===== config.mk =====
export PLATFORM = sky130hd
export DESIGN_NAME = pv_table_proxy
export DESIGN_NICKNAME = d
export VERILOG_FILES = /design/src/rtl/pv_proxy_pkg.sv /design/src/rtl/pv_set_match.sv /design/src/rtl/pv_lru_victim.sv /design/src/rtl/pv_addr_gen.sv /design/src/rtl/pv_table_proxy.sv
export SDC_FILE = /design/constraint.sdc
export NUM_CORES = 2
export LEC_CHECK = 0
export BUFFER_PORTS_ARGS = -buffer_cell sky130_fd_sc_hd__buf_2
export CORE_ASPECT_RATIO = 1.2
export CORE_MARGIN = 2
export CORE_UTILIZATION = 30
export DETAILED_ROUTE_END_ITERATION = 12
export GPL_TIMING_DRIVEN = 0
export PLACE_DENSITY = 0.52
export SYNTH_ARGS = -nofsm -noshare
export SYNTH_HDL_FRONTEND = slang
export SYNTH_MEMORY_MAX_BITS = 65536
export SYNTH_SLANG_ARGS = --single-unit

===== constraint.sdc =====
create_clock -name clk -period 31.4 [get_ports clk]
set_input_delay 4.71 -clock clk [delete_from_list [all_inputs] [get_ports clk]]
set_output_delay 4.71 -clock clk [all_outputs]
set_load 0.005 [all_outputs]

===== src/rtl/pv_proxy_pkg.sv =====
package pv_proxy_pkg;
    localparam int PV_PC_W   = 16;
    localparam int PV_OFF_W  = 5;
    localparam int PV_SET_W  = 10;
    localparam int PV_TAG_W  = 11;
    localparam int PV_PAT_W  = 32;
    localparam int PV_WAYS   = 11;
    localparam int PV_BLK_W  = 512;
    localparam int PV_SLOTS  = 8;
    localparam int PV_ADDR_W = 40;

    typedef enum logic [2:0] {
        ST_IDLE,
        ST_PROBE,
        ST_WRBACK,
        ST_FILLREQ,
        ST_FILLWAIT,
        ST_SERVE,
        ST_RESP
    } pv_state_e;
endpackage


===== src/rtl/pv_set_match.sv =====
module pv_set_match #(
    parameter int TAG_W = 11,
    parameter int PAT_W = 32,
    parameter int WAYS  = 11,
    parameter int BLK_W = 512,
    parameter int WAY_W = 4
) (
    input  logic [BLK_W-1:0] line,
    input  logic [TAG_W-1:0] tag,
    output logic             hit,
    output logic [WAY_W-1:0] way,
    output logic [PAT_W-1:0] pattern
);
    localparam int ENT_W = TAG_W + PAT_W;

    logic [WAYS-1:0] eq;

    // One tag comparator per packed entry
    for (genvar g = 0; g < WAYS; g++) begin : g_cmp
        assign eq[g] = (line[g*ENT_W +: TAG_W] == tag);
    end

    always_comb begin
        hit     = 1'b0;
        way     = '0;
        pattern = '0;
        for (int i = 0; i < WAYS; i++) begin
            if (!hit && eq[i]) begin
                hit     = 1'b1;
                way     = WAY_W'(i);
                pattern = line[i*ENT_W+TAG_W +: PAT_W];
            end
        end
    end
endmodule


===== src/rtl/pv_lru_victim.sv =====
module pv_lru_victim #(
    parameter int WAYS  = 11,
    parameter int AGE_W = 4,
    parameter int WAY_W = 4
) (
    input  logic [WAYS-1:0][AGE_W-1:0] ages,
    output logic [WAY_W-1:0]           victim
);
    logic [AGE_W-1:0] best;

    // Oldest entry has the largest age rank; ties go to the lower way
    always_comb begin
        victim = '0;
        best   = ages[0];
        for (int i = 1; i < WAYS; i++) begin
            if (ages[i] > best) begin
                best   = ages[i];
                victim = WAY_W'(i);
            end
        end
    end
endmodule


===== src/rtl/pv_addr_gen.sv =====
module pv_addr_gen #(
    parameter int ADDR_W    = 40,
    parameter int SET_W     = 10,
    parameter int BLK_OFF_W = 6
) (
    input  logic [ADDR_W-1:0] base,
    input  logic [SET_W-1:0]  set_idx,
    output logic [ADDR_W-1:0] addr
);
    assign addr = base + ADDR_W'({set_idx, {BLK_OFF_W{1'b0}}});
endmodule


===== src/rtl/pv_table_proxy.sv =====
module pv_table_proxy
    import pv_proxy_pkg::*;
#(
    parameter int PC_W   = PV_PC_W,
    parameter int OFF_W  = PV_OFF_W,
    parameter int SET_W  = PV_SET_W,
    parameter int PAT_W  = PV_PAT_W,
    parameter int WAYS   = PV_WAYS,
    parameter int BLK_W  = PV_BLK_W,
    parameter int SLOTS  = PV_SLOTS,
    parameter int ADDR_W = PV_ADDR_W
) (
    input  logic              clk,
    input  logic              rst_n,
    input  logic [ADDR_W-1:0] tbl_base,
    input  logic              req_valid,
    output logic              req_ready,
    input  logic [PC_W-1:0]   req_pc,
    input  logic [OFF_W-1:0]  req_off,
    input  logic              req_write,
    input  logic [PAT_W-1:0]  req_pattern,
    output logic              rsp_valid,
    output logic              rsp_hit,
    output logic [PAT_W-1:0]  rsp_pattern,
    output logic              mem_req_valid,
    input  logic              mem_req_ready,
    output logic              mem_req_write,
    output logic [ADDR_W-1:0] mem_req_addr,
    output logic [BLK_W-1:0]  mem_req_wdata,
    input  logic              mem_rsp_valid,
    input  logic [BLK_W-1:0]  mem_rsp_data
);
    localparam int IDX_W     = PC_W + OFF_W;
    localparam int TAG_W     = IDX_W - SET_W;
    localparam int ENT_W     = TAG_W + PAT_W;
    localparam int WAY_W     = $clog2(WAYS);
    localparam int AGE_W     = $clog2(WAYS);
    localparam int SLOT_W    = $clog2(SLOTS);
    localparam int BLK_OFF_W = $clog2(BLK_W / 8);

    pv_state_e state_q, state_d;

    // Request captured at acceptance
    logic [IDX_W-1:0]  req_idx;
    logic [SET_W-1:0]  cur_set;
    logic [TAG_W-1:0]  cur_tag;
    logic              cur_write;
    logic [PAT_W-1:0]  cur_pat;
    logic [SLOT_W-1:0] cur_slot;
    logic [SLOT_W-1:0] rr_q;
    logic              rsp_hit_q;
    logic [PAT_W-1:0]  rsp_pat_q;

    // On-chip set store
    logic [BLK_W-1:0]            line_q [SLOTS];
    logic [SET_W-1:0]            sset_q [SLOTS];
    logic [WAYS-1:0][AGE_W-1:0]  age_q  [SLOTS];
    logic [SLOTS-1:0]            vld_q, dty_q;

    assign req_idx = {req_pc, req_off};

    // Set-store probe
    logic [SLOTS-1:0]  slot_eq;
    logic              probe_hit;
    logic [SLOT_W-1:0] probe_slot;

    for (genvar s = 0; s < SLOTS; s++) begin : g_slot
        assign slot_eq[s] = vld_q[s] && (sset_q[s] == cur_set);
    end

    always_comb begin
        probe_hit  = 1'b0;
        probe_slot = '0;
        for (int s = 0; s < SLOTS; s++) begin
            if (!probe_hit && slot_eq[s]) begin
                probe_hit  = 1'b1;
                probe_slot = SLOT_W'(s);
            end
        end
    end

    // Entry match and replacement choice on the selected slot
    logic             sm_hit;
    logic [WAY_W-1:0] sm_way;
    logic [PAT_W-1:0] sm_pat;
    logic [WAY_W-1:0] lru_way;
    logic [WAY_W-1:0] wr_way;
    logic             touch_en;
    logic [WAYS-1:0][AGE_W-1:0] ages_cur, ages_new;

    pv_set_match #(
        .TAG_W(TAG_W), .PAT_W(PAT_W), .WAYS(WAYS), .BLK_W(BLK_W), .WAY_W(WAY_W)
    ) u_match (
        .line(line_q[cur_slot]), .tag(cur_tag),
        .hit(sm_hit), .way(sm_way), .pattern(sm_pat)
    );

    assign ages_cur = age_q[cur_slot];

    pv_lru_victim #(
        .WAYS(WAYS), .AGE_W(AGE_W), .WAY_W(WAY_W)
    ) u_lru (
        .ages(ages_cur), .victim(lru_way)
    );

    assign wr_way   = sm_hit ? sm_way : lru_way;
    assign touch_en = cur_write || sm_hit;

    always_comb begin
        for (int i = 0; i < WAYS; i++) begin
            if (WAY_W'(i) == wr_way)
                ages_new[i] = '0;
            else if (ages_cur[i] < ages_cur[wr_way])
                ages_new[i] = ages_cur[i] + 1'b1;
            else
                ages_new[i] = ages_cur[i];
        end
    end

    // Block addresses
    logic [ADDR_W-1:0] wb_addr, fill_addr;

    pv_addr_gen #(.ADDR_W(ADDR_W), .SET_W(SET_W), .BLK_OFF_W(BLK_OFF_W)) u_wb_addr (
        .base(tbl_base), .set_idx(sset_q[cur_slot]), .addr(wb_addr)
    );
    pv_addr_gen #(.ADDR_W(ADDR_W), .SET_W(SET_W), .BLK_OFF_W(BLK_OFF_W)) u_fill_addr (
        .base(tbl_base), .set_idx(cur_set), .addr(fill_addr)
    );

    // State register
    always_ff @(posedge clk) begin
        if (!rst_n) state_q <= ST_IDLE;
        else        state_q <= state_d;
    end

    // Next state
    always_comb begin
        state_d = state_q;
        unique case (state_q)
            ST_IDLE:     if (req_valid) state_d = ST_PROBE;
            ST_PROBE: begin
                if (probe_hit)                state_d = ST_SERVE;
                else if (vld_q[rr_q] && dty_q[rr_q]) state_d = ST_WRBACK;
                else                          state_d = ST_FILLREQ;
            end
            ST_WRBACK:   if (mem_req_ready) state_d = ST_FILLREQ;
            ST_FILLREQ:  if (mem_req_ready) state_d = ST_FILLWAIT;
            ST_FILLWAIT: if (mem_rsp_valid) state_d = ST_SERVE;
            ST_SERVE:    state_d = ST_RESP;
            ST_RESP:     state_d = ST_IDLE;
            default:     state_d = ST_IDLE;
        endcase
    end

    // Outputs
    always_comb begin
        req_ready     = 1'b0;
        rsp_valid     = 1'b0;
        mem_req_valid = 1'b0;
        mem_req_write = 1'b0;
        mem_req_addr  = fill_addr;
        unique case (state_q)
            ST_IDLE:   req_ready = 1'b1;
            ST_WRBACK: begin
                mem_req_valid = 1'b1;
                mem_req_write = 1'b1;
                mem_req_addr  = wb_addr;
            end
            ST_FILLREQ: mem_req_valid = 1'b1;
            ST_RESP:    rsp_valid = 1'b1;
            default: ;
        endcase
    end

    assign mem_req_wdata = line_q[cur_slot];
    assign rsp_hit       = rsp_hit_q;
    assign rsp_pattern   = rsp_pat_q;

    // Control and request registers
    always_ff @(posedge clk) begin
        if (!rst_n) begin
            vld_q     <= '0;
            dty_q     <= '0;
            rr_q      <= '0;
            cur_set   <= '0;
            cur_tag   <= '0;
            cur_write <= 1'b0;
            cur_pat   <= '0;
            cur_slot  <= '0;
            rsp_hit_q <= 1'b0;
            rsp_pat_q <= '0;
        end else begin
            unique case (state_q)
                ST_IDLE: if (req_valid) begin
                    cur_set   <= req_idx[SET_W-1:0];
                    cur_tag   <= req_idx[IDX_W-1:SET_W];
                    cur_write <= req_write;
                    cur_pat   <= req_pattern;
                end
                ST_PROBE: begin
                    if (probe_hit) begin
                        cur_slot <= probe_slot;
                    end else begin
                        cur_slot <= rr_q;
                        rr_q     <= (rr_q == SLOT_W'(SLOTS-1)) ? '0 : rr_q + 1'b1;
                    end
                end
                ST_FILLWAIT: if (mem_rsp_valid) begin
                    vld_q[cur_slot] <= 1'b1;
                    dty_q[cur_slot] <= 1'b0;
                end
                ST_SERVE: begin
                    rsp_hit_q <= sm_hit;
                    rsp_pat_q <= sm_hit ? sm_pat : '0;
                    if (cur_write) dty_q[cur_slot] <= 1'b1;
                end
                default: ;
            endcase
        end
    end

    // Set storage
    always_ff @(posedge clk) begin
        if (state_q == ST_FILLWAIT && mem_rsp_valid) begin
            line_q[cur_slot] <= mem_rsp_data;
            sset_q[cur_slot] <= cur_set;
            for (int i = 0; i < WAYS; i++)
                age_q[cur_slot][i] <= AGE_W'(WAYS - 1 - i);
        end else if (state_q == ST_SERVE) begin
            if (touch_en) age_q[cur_slot] <= ages_new;
            for (int w = 0; w < WAYS; w++) begin
                if (cur_write && WAY_W'(w) == wr_way)
                    line_q[cur_slot][w*ENT_W +: ENT_W] <= {cur_pat, cur_tag};
            end
        end
    end
endmodule


* Yosys cells after proc, flatten, opt, wreduce, memory -nomap -nowiden
Memories as Yosys holds them, arrays and structs flattened. A register that Yosys moved wholly into a read port is not among the register bits.
Index checks and enable logic that the tools add are counted.
** Word-level totals
- Logic and storage cells :: 360
- Output and inout port bits :: 589
- Bits in writable memories :: 4528
- Input bits :: 611
- Memories :: 3
- Flip-flop bits (word level) :: 112
** Memories
- line_q :: depth 8, width 512, read ports 1, clocked after memory_dff 1, write ports 1, line pv_table_proxy.sv:55 : logic [BLK_W-1:0] line_q [SLOTS];
- age_q :: depth 8, width 44, read ports 1, clocked after memory_dff 1, write ports 1, line pv_table_proxy.sv:57 : logic [WAYS-1:0][AGE_W-1:0] age_q [SLOTS];
- sset_q :: depth 8, width 10, read ports 9, clocked after memory_dff 1, write ports 1, line pv_table_proxy.sv:56 : logic [SET_W-1:0] sset_q [SLOTS];
** Operators by class
- Order comparisons :: 25
- Muxes and demuxes :: 183
- Equal/unequal tests :: 41
- Add/sub/neg operators :: 14
- Reductions and logical operators :: 66
- Bitwise gates (word level) :: 17
** Operators by type and width (number)
- $mux 43 :: 11
- $mux 32 :: 12
- $mux 4 :: 39
- $eq 11x11->1 :: 11
- $mux 3 :: 27
- $add 40x16->40 :: 2
- $eq 10x10->1 :: 8
- $mux 1 :: 80
- $add 4x1->4 const B :: 11
- $lt 4x4->1 :: 11
- $mux 44 :: 1
- $gt 4x4->1 :: 10
- $mux 40 :: 1
- $logic_and 1x1->1 :: 39
- $pmux 3 s6 :: 1
- $logic_not 1->1 :: 17
- $bmux 4 s4 :: 1
- $eq 3x4->1 const A :: 4
- $mux 8 :: 2
- $or 8x8->8 :: 2
- $pmux 8 s2 :: 1
- $eq 3x3->1 const B :: 4
- $eq 4x4->1 const A :: 3
- $or 1x1->1 :: 12
- 23 further kinds :: 36

* Longest topological paths before layout
- Depth in word-level cells :: 40
- Gate-level depth with buffers :: 121
- Depth with buffers taken out :: 103

* Hierarchy
A second synthesis with hierarchy kept.
** Second synthesis, totals
- Cells, all modules :: 9565
- Area, all modules :: 192111.8 µm²
** By module, submodules not included
- pv_table_proxy :: times used 1, seq. area each 138272.6 µm², cells each 8344, area an instance 183643.6 µm²
- pv_set_match :: times used 1, seq. area each 0.0 µm², cells each 632, area an instance 4145.2 µm²
- pv_lru_victim :: times used 1, seq. area each 0.0 µm², cells each 313, area an instance 2228.4 µm²
- pv_addr_gen :: times used 2, seq. area each 0.0 µm², cells each 138, area an instance 1047.3 µm²

* Worst setup path after synthesis
Ideal clock, no wire load.
- Kind :: register to register
- From :: register with a tool-made name
- To :: memory line_q[0][430], enable pin
- Buffers on the path :: 19
- Library setup time :: 444 ps
- Path slack :: 7536 ps
- Period minus slack after synthesis :: 23864 ps
- Data required time :: 30956 ps
- Arrival time :: 23421 ps
- Cell stages (with the launch flop) :: 105
- Path through :: dfxtp_1 > buf_2 > clkbuf_1 > clkbuf_1 > buf_1 > clkbuf_1 > buf_1 > clkbuf_1 > buf_1 > clkbuf_1 > buf_2 > buf_2 > buf_1 > clkbuf_1 > mux4_2 > mux2i_1 > inv_1 > ha_1 > (+69 left out) > ha_1 > nor2b_1 > o21ai_0 > nand2b_1 > a21oi_1 > a41oi_1 > nor2b_1 > nor2b_1 > or2_2 > o41a_1 > buf_4 > or3_1 > buf_2 > or3_1 > buf_6 > and2_1 > buf_2 > nor2_1
** RTL lines (line)
- end: declaration :: pv_table_proxy.sv:55

==> metrics.yaml <==
portBuffers: 1192
grt_pass1_wl_mm: 1060
antenna_found_initial: 243
final_cell_count_no_fill: 20369
fmax_ghz: 0.0336
synth-edff-count: 4528
dp_cells: 19291
outcome: "finished, violations left"
finalWorstPathRequiredPeriod_ns: 29.73
p_total_mw: 23.1
cp_slowest_cell: "buf_2"
dpl.hpwl_mm: 641
r2r-end: "line_q[0][326]"
coreArea_um2: 633000
area_delta_synth_final_pct: 20.8
syn_inst: 9433
synth_fp_nets: 10127
clock_path_buffers: 4
yosysUniqueCellTypes: 102
avgRoutedWirePerCell_um: 40.8
critPathMaxFanout: 22
crit_path_start_kind: "register"
rows: 320
violations: "max-capacitance violations, max-slew violations"
seq_area_frac_synth_pct: 72.5
cts_buffers: 472
endpoint_kind: "register"
post_cts_buffers: 0
top_usage_layer: "met2"
tns_ns: 0
drive_gt1_share_pct: 37.9
n_fill_cell: 58873
die_x_um: 732
whs_endpoint: "vld_q[2]"
routabilityCongestion: 0.944
cts.clk_slew.worst_paths_ns: 0.06
cts_sinks: 4643
regToRegSetupSlack_ns: 1.67
routed_wl_mm: 831
min_path_cells: 1
clock-root-buffer: "clkbuf_16"
multi_input_area_um2: 50300
layout_commonest_cell: "edfxtp_1"
worstPathArrival_ns: 30.47
grt.met1_usage_pct: 30.0
report.final.setup_viol: 0
start_util_pct: 30.1
grt_setup_unrepaired: "no"
grt_max_degree: 24
path_delay_family: "simple AND/OR/NAND/NOR gates"
cp.required_ns: 32.14
critPathMaxStageDelay_ns: 1.07
p_leak_nw: 73.4
synth_area_per_cell_um2: 20.2
slew_violations: 1
nets: 12083
drv_cap: 2
max_slew_margin_pct: -0.820
dr_total_vias: 109242
setup_slack_ns: 1.67
dr.pass1.iters: 5
fin_crit_sh_pct: 94.7
min_from: "vld_q[2]"
netlist_area_um2: 191000
design.portCount: 1200
worst_pin_slew_ns: 1.47
drtAntennaViolNets: 0
rr_worst_depth: 102
hold_viol: 0
async_reset_ff_share_pct: 0
die_area_um2: 642000
vdd_drop_max_v: 0.000810
path_depth: 102
regArea_um2: 138000
cp_num_buf_inv: 20
layout_common_cells: "4,528 x edfxtp_1, 1,290 x buf_2, 1,131 x mux4_2, 729 x mux2_2, 476 x clkbuf_16"
drt_iter0_drc: 13970
synth-main-ff-cell: "edfxtp_1"
place_ws_ns: -2.07
cts_tree: "done"
grt.met3_usage_pct: 6.44
viasPerCell: 5.36
criticalPathCategory: "register to register"
gr-total-overflow: 0
powerDensity_nw_per_um2: 100
grt_pass1_vias: 105243
ys.warnings.count: 0
use_met2_pct: 41.4
final.setup_skew_ns: 0.102
die_h_um: 877
drc_errors: 0
synth_seq_cells: 4643
grt_usage_pct: 25.1
clkLatencyLatePin_ns: 1.11
htreeDepth: 5
hold_class: "register to register"
[metrics by stage]
stage	hold WS [ns]	util, %	instance area, µm²
after floorplan	0.463	-	191000
after global placement	0.490	32.7	207000
after detailed placement	0.502	33.9	214000
after CTS	0.516	36.3	230000
after global routing	0.533	36.4	230000
final	0.516	36.4	231000
[power by group]
part	internal, mW	total, mW	switching (mW)	leakage (nW)
Clock	3.20	5.73	2.53	7.51
Combinational	3.72	10.5	6.74	24.2
Sequential	6.84	6.86	0.0212	41.7
Total	13.8	23.1	9.29	73.4
[area by class of cell]
cell class / count / area share, %
repair buffers: 1487 / 5.24
multi-input cells: 3988 / 21.8
clock inverters: 295 / 1.32
clock buffers: 586 / 5.39
plain buffers: 556 / 1.11
flip-flops and latches: 4643 / 60.0
well taps: 8372 / 4.54
inverters: 241 / 0.392
diodes: 201 / 0.218
[registers in the layout, summed over array words and instances, names as in the netlist, named ones only]
register,cells
rr_q,3
state_q,3
cur_write,1
line_q,4096
cur_slot,3
cur_set,10
vld_q,8
cur_tag,11
age_q,352
cur_pat,32
rsp_pattern,32
sset_q,80
rsp_hit,1
[synthesized netlist by cell type (7+ instances only)]
| library cell | count | area share (%) |
|---|---|---|
| buf_1 | 132 | 0.26 |
| o21ai_0 | 86 | 0.23 |
| a21o_1 | 8 | 0.031 |
| clkbuf_1 | 324 | 0.64 |
| nor3b_1 | 11 | 0.043 |
| a31oi_1 | 10 | 0.033 |
| dfxtp_1 | 115 | 1.2 |
| mux4_2 | 1131 | 13 |
| and2_1 | 13 | 0.043 |
| nor3_1 | 60 | 0.16 |
| or2_2 | 12 | 0.039 |
| o211ai_1 | 34 | 0.13 |
| a21boi_0 | 57 | 0.22 |
| ha_1 | 82 | 0.54 |
| nor4_1 | 25 | 0.082 |
| or3_1 | 35 | 0.11 |
| a2111o_1 | 27 | 0.16 |
| o21a_1 | 16 | 0.063 |
| nand3b_1 | 7 | 0.028 |
| edfxtp_1 | 4528 | 71 |
| nand2b_1 | 8 | 0.026 |
| buf_2 | 79 | 0.21 |
| a221o_1 | 26 | 0.14 |
| a211oi_1 | 7 | 0.028 |
| o22ai_1 | 31 | 0.10 |
| mux2_1 | 86 | 0.51 |
| a21oi_1 | 114 | 0.30 |
| nand4_1 | 24 | 0.079 |
| mux2i_1 | 236 | 1.2 |
| buf_4 | 20 | 0.079 |
| inv_1 | 239 | 0.47 |
| nand2_1 | 226 | 0.44 |
| xnor2_1 | 122 | 0.56 |
| and3_1 | 20 | 0.066 |
| o221ai_1 | 34 | 0.16 |
| o21ai_1 | 9 | 0.024 |
| a22oi_1 | 33 | 0.13 |
| nand3_1 | 57 | 0.15 |
| nor2_1 | 229 | 0.45 |
| mux2_2 | 729 | 4.3 |
| nor2b_1 | 95 | 0.31 |
| xor2_1 | 141 | 0.65 |
| mux2_4 | 37 | 0.29 |
[layer usage]
layer,vias to the layer above,share of wire [%],routed length (µm)
met5,-,0.044,368
met4,56,6.2,51600
met3,1370,9.3,77600
met2,6196,48,403000
met1,58796,36,298000
li1,42824,-,-
[how the worst max path moves through the flow]
stage | start | to
2_1_floorplan | register | line_q[0][430]
3_3_place_gp | register | line_q[4][395]
3_5_place_dp | register | age_q[6][29]
4_1_cts | register | age_q[2][23]
5_1_grt | register | age_q[4][16]
6_report | register | line_q[0][326]
[cells by family (layout without fill, tap and decap cells)]
kind of cell,Yosys count,count (layout),share of synthesized area (%)
XOR/XNOR,263,263,1.21
other,0,201,0
buffers and inverters,802,3165,1.70
flip-flops,4643,4643,72.5
adder cells (fa/ha/maj),83,83,0.548
AO/OA/AOI/OAI,569,569,2.14
AND/OR/NAND/NOR,850,850,2.17
multiplexers,2223,2223,19.7
[repair_timing]
item | in CTS | in global routing
resized for setup | 5 | 35
hold buffers | 0 | 0
setup endpoints to repair | 6889 | 6401
Power figures use the tool's default switching activity.
